===== src/rtl/piso_scan_pkg.sv =====
package piso_scan_pkg;
    typedef enum logic [2:0] {
        ST_IDLE = 3'd0,
        ST_LOAD = 3'd1,
        ST_LOW  = 3'd2,
        ST_HIGH = 3'd3,
        ST_DONE = 3'd4
    } scan_state_t;
endpackage


===== src/rtl/pscan_sync.sv =====
module pscan_sync #(
    parameter int STAGES = 2
) (
    input  logic clk,
    input  logic rst_n,
    input  logic din,
    output logic dout
);
    logic [STAGES-1:0] ff;

    always_ff @(posedge clk or negedge rst_n) begin
        if (!rst_n) begin
            ff <= '0;
        end else begin
            ff[0] <= din;
            for (int i = 1; i < STAGES; i++) begin
                ff[i] <= ff[i-1];
            end
        end
    end

    assign dout = ff[STAGES-1];
endmodule


===== src/rtl/pscan_timer.sv =====
module pscan_timer #(
    parameter int PHASE_CYC = 4
) (
    input  logic clk,
    input  logic rst_n,
    input  logic active,
    output logic phase_end
);
    localparam int CW = (PHASE_CYC > 1) ? $clog2(PHASE_CYC) : 1;
    localparam logic [CW-1:0] LAST = CW'(PHASE_CYC - 1);

    logic [CW-1:0] cnt;

    assign phase_end = active && (cnt == LAST);

    always_ff @(posedge clk or negedge rst_n) begin
        if (!rst_n) begin
            cnt <= '0;
        end else if (!active || phase_end) begin
            cnt <= '0;
        end else begin
            cnt <= cnt + 1'b1;
        end
    end
endmodule


===== src/rtl/pscan_shreg.sv =====
module pscan_shreg #(
    parameter int W = 16
) (
    input  logic         clk,
    input  logic         rst_n,
    input  logic         shift_en,
    input  logic         din,
    output logic [W-1:0] q
);
    always_ff @(posedge clk or negedge rst_n) begin
        if (!rst_n) begin
            q <= '0;
        end else if (shift_en) begin
            q <= {q[W-2:0], din};
        end
    end
endmodule


===== src/rtl/piso_scan_ctrl.sv =====
module piso_scan_ctrl
    import piso_scan_pkg::*;
#(
    parameter int NUM_DEV      = 2,
    parameter int BITS_PER_DEV = 8,
    parameter int PHASE_CYC    = 4,
    parameter int SYNC_STAGES  = 2
) (
    input  logic                            clk,
    input  logic                            rst_n,
    input  logic                            start,
    input  logic                            sdi,
    output logic                            ld_n,
    output logic                            sclk,
    output logic [NUM_DEV*BITS_PER_DEV-1:0] word,
    output logic                            done
);
    localparam int TOTAL = NUM_DEV * BITS_PER_DEV;
    localparam int BCW   = $clog2(TOTAL + 1);
    localparam logic [BCW-1:0] BIT_LAST = BCW'(TOTAL);

    scan_state_t state, state_nx;
    logic [BCW-1:0] bit_cnt;
    logic           phase_end;
    logic           timer_run;
    logic           sdi_sync;
    logic           sample_en;
    logic [TOTAL-1:0] assembled;

    assign timer_run = (state == ST_LOAD) || (state == ST_LOW) || (state == ST_HIGH);
    assign sample_en = (state == ST_LOW) && phase_end;

    pscan_sync #(.STAGES(SYNC_STAGES)) u_sync (
        .clk   (clk),
        .rst_n (rst_n),
        .din   (sdi),
        .dout  (sdi_sync)
    );

    pscan_timer #(.PHASE_CYC(PHASE_CYC)) u_timer (
        .clk       (clk),
        .rst_n     (rst_n),
        .active    (timer_run),
        .phase_end (phase_end)
    );

    pscan_shreg #(.W(TOTAL)) u_shreg (
        .clk      (clk),
        .rst_n    (rst_n),
        .shift_en (sample_en),
        .din      (sdi_sync),
        .q        (assembled)
    );

    // next-state logic
    always_comb begin
        state_nx = state;
        unique case (state)
            ST_IDLE: if (start)     state_nx = ST_LOAD;
            ST_LOAD: if (phase_end) state_nx = ST_LOW;
            ST_LOW:  if (phase_end) state_nx = ST_HIGH;
            ST_HIGH: if (phase_end) state_nx = (bit_cnt == BIT_LAST) ? ST_DONE : ST_LOW;
            ST_DONE: state_nx = ST_IDLE;
            default: state_nx = ST_IDLE;
        endcase
    end

    // state register and bit counter
    always_ff @(posedge clk or negedge rst_n) begin
        if (!rst_n) begin
            state   <= ST_IDLE;
            bit_cnt <= '0;
        end else begin
            state <= state_nx;
            if (state == ST_IDLE) begin
                bit_cnt <= '0;
            end else if (sample_en) begin
                bit_cnt <= bit_cnt + 1'b1;
            end
        end
    end

    // registered outputs, aligned with the state they belong to
    always_ff @(posedge clk or negedge rst_n) begin
        if (!rst_n) begin
            ld_n <= 1'b1;
            sclk <= 1'b0;
            done <= 1'b0;
            word <= '0;
        end else begin
            ld_n <= (state_nx != ST_LOAD);
            sclk <= (state_nx == ST_HIGH);
            done <= (state_nx == ST_DONE);
            if (state_nx == ST_DONE) begin
                word <= assembled;
            end
        end
    end
endmodule


===== config.mk =====
export PLATFORM = sky130hd
export DESIGN_NAME = piso_scan_ctrl
export DESIGN_NICKNAME = d
export VERILOG_FILES = /design/src/rtl/piso_scan_pkg.sv /design/src/rtl/pscan_sync.sv /design/src/rtl/pscan_timer.sv /design/src/rtl/pscan_shreg.sv /design/src/rtl/piso_scan_ctrl.sv
export SDC_FILE = /design/constraint.sdc
export NUM_CORES = 1
export LEC_CHECK = 0
export ABC_AREA = 0
export BUFFER_PORTS_ARGS = -buffer_cell sky130_fd_sc_hd__buf_2
export CORE_MARGIN = 2
export CORE_UTILIZATION = 35
export DETAILED_ROUTE_END_ITERATION = 8
export PLACE_DENSITY_LB_ADDON = 0.25
export SETUP_SLACK_MARGIN = 0.3
export SYNTH_ARGS = -nofsm -noshare
export SYNTH_HDL_FRONTEND = slang
export SYNTH_SLANG_ARGS = --single-unit

===== constraint.sdc =====
create_clock -name clk -period 2.3 [get_ports clk]
set_clock_uncertainty 0.15 [all_clocks]
set_input_delay 0.46 -clock clk [delete_from_list [all_inputs] [get_ports clk]]
set_output_delay 0.46 -clock clk [all_outputs]
set_load 0.005 [all_outputs]

==> results.toml <==
[cts]
cts_buffer_depth = 2
clk_pin_slew_ns = 0.08
ctsHoldBuffers = 0
h-tree-depth = 2
cts_made_buffers = 5
cts_setup_buffers = 0
clock_latency_ns = 0.29
root_buffer = "clkbuf_8"
post_cts_resized = 0
clock-sinks = 47
tritoncts = "done"

[power]
power.total_w = 0.001881
p_per_area_nw_per_um2 = 859.1
leakage_nw = 1.097
ir_drop_mv = 0.3447

[yosys]
synth_cells = 125
syn_nets = 132
ys_seq_area_share_pct = 61.18
yosys_warnings = 0
syn-cell-area_um2 = 1924
yosys.area.top_type_share_pct = 59.82
syn_area_per_cell_um2 = 15.39
synthMostInstantiatedCell = "dfrtp_1"
synth_edf_count = 0
yosysTopAreaCell = "dfrtp_1"
ys_seq_elements = 47
synthArstFlopShare_pct = 100.0
ys.flop_type = "dfrtp_1"
ys_top_cells_by_count = "46 x dfrtp_1, 24 x mux2_2, 9 x mux2_4"
yosysUniqueCellTypes = 24
synth_area_leaders = "dfrtp_1 60%, mux2_2 14%, mux2_4 7.0%, mux2i_1 2.6%, ha_1 2.0%"

[setup_path]
worstPathMaxFanout = 17
arrival_ns = 1.92
start_kind = "flop"
cp_data_required_time_ns = 2.33
critPathCaptureType = "flop"
worstSetupPathType = "reg2reg"

[timing]
min_period_over_period_pct = 82.48
setup_violations = 0
setup_slack_ns = 0.4030
fin_crit_ns = 1.897
worst_pin_slew_ns = 0.6825
relSlewSlack_pct = 54.50
rsz0062_at_grt = "no"
slew_violations = 0
finalHoldViolCount = 0
fin_setup_tns_ns = 0
max_freq_mhz = 527.1

[floorplan]
core_um2 = 5205
dieArea_um2 = 6107
initial_core_util_pct = 36.97
fp.dieW_um = 78.15
dieHeight_um = 78.15
ios = 23
rows = 26

[final_layout]
syn_to_final_growth_pct = 13.78
final_area_um2 = 2190
fill_cells = 502
diodes = 0
final_layout_size_suffix_gt1_share_pct = 46.71
fin_util_pct = 42.07
nNetsFinal = 158

[placement]
place_ws_ns = 0.3374
hpwl_um = 2059
place_congestion = 0.7172
dpl_cell_area_um2 = 2102
io_buffers = 22

[detailed_routing]
ant_nets = 0
firstDrtPassIters = 3
route.detailed.drc = 0
num_vias = 1045
wl_per_cell_um = 13.20
via_per_inst = 4.707
drtIter0Drc = 24
drt_wl_total_um = 2930

[grt]
antenna_found_initial = 0
grt_pass1_wl_um = 5299
grt_pass1_vias = 1087
grt_start_max_net_pins = 33
grt_util_all_layers_pct = 11.27
grt.overflow.total = 0

[status]
status = "completed"

[hold_path]
hold_class = "in2async"

[flow_run]
maxCapViolations = 0
[registers in the layout, summed over array words and instances (netlist names)]
| signal | flops |
|---|---|
| u_shreg.q | 16 |
| word | 16 |
| bit_cnt | 5 |
| state | 3 |
| u_sync.ff | 2 |
| u_timer.cnt | 2 |
| done | 1 |
| ld_n | 1 |
| sclk | 1 |
[per-layer routing]
| metal | global-route usage [%] | wire length, um | up-vias | part of all wire (%) |
|---|---|---|---|---|
| met2 | 18.36 | 1485 | 18 | 51 |
| li1 | - | - | 488 | - |
| met1 | 13.54 | 1262 | 533 | 43 |
| met4 | 5.263 | 53 | 0 | 1.8 |
| met5 | 0 | 0 | - | 0 |
| met3 | 3.678 | 129 | 6 | 4.4 |
[cell families (layout without fill, tap and decap cells)]
kind of cell	after synthesis	after routing	share of synthesized area, %
and+or+nand+nor	23	23	8.258
muxes	38	38	23.67
xor gates and xnor gates	2	2	0.9104
DFF	47	47	61.18
adders and majority gates	3	3	1.951
AOI/OAI and AO/OA	3	3	1.040
buffers and inverters	9	36	2.991
[path summary, 6_finish.rpt]
check | slack, ns | start | end | cells after the start
max | 0.40 | bit_cnt[0] | word[6] | 6
min | 0.06 | rst_n | u_timer.cnt[1] | 1
max reg2reg | 0.40 | bit_cnt[0] | word[6] | 6
min reg2reg | 0.21 | u_sync.ff[0] | u_sync.ff[1] | 0
max in group asynchronous | 1.34 | rst_n | word[2] | 2
min in group clk | 0.12 | sdi | u_sync.ff[0] | 1
[stage by stage]
stage / hold WS, ns / cells
global placement: 0.1880 / 214
finish: 0.05544 / 222
global route: 0.1028 / 222
floorplan: 0.01441 / 125
CTS: 0.07265 / 222
detailed placement: 0.1934 / 214
[layout make-up]
cell class / count / area, um^2 / area share [%]
repair buffers: 26 / 143.9 / 6.571
clock buffers: 7 / 76.32 / 3.486
well taps: 70 / 87.58 / 4.000
clock inverters: 1 / 5.005 / 0.2286
multi-input cells: 69 / 691.9 / 31.60
flip-flops and latches: 47 / 1177 / 53.77
inverters: 2 / 7.507 / 0.3429
[cell usage in the layout (no fill, tap or decap), types with 3 or more instances in the layout]
cell type	n
dfrtp_1	46
mux2_2	24
buf_2	22
mux2_4	9
nor2_1	7
nand2_1	5
mux2i_1	5
clkbuf_8	5
buf_4	3
[power by group]
group | internal [W] | switching [W]
Clock | 0.000213 | 0.000244
Combinational | 0.000203 | 0.000175
Sequential | 0.000943 | 0.000104
Total | 0.00136 | 0.000523
[worst max-delay path: stages, from the launching register on]
cell and delay, ns:
dfrtp_1 0.42, inv_1 0.07, ha_1 0.19, nand4bb_4 0.15
nor3_4 0.20, buf_6 0.23, mux2_2 0.36
Power figures use the tool's default switching activity.
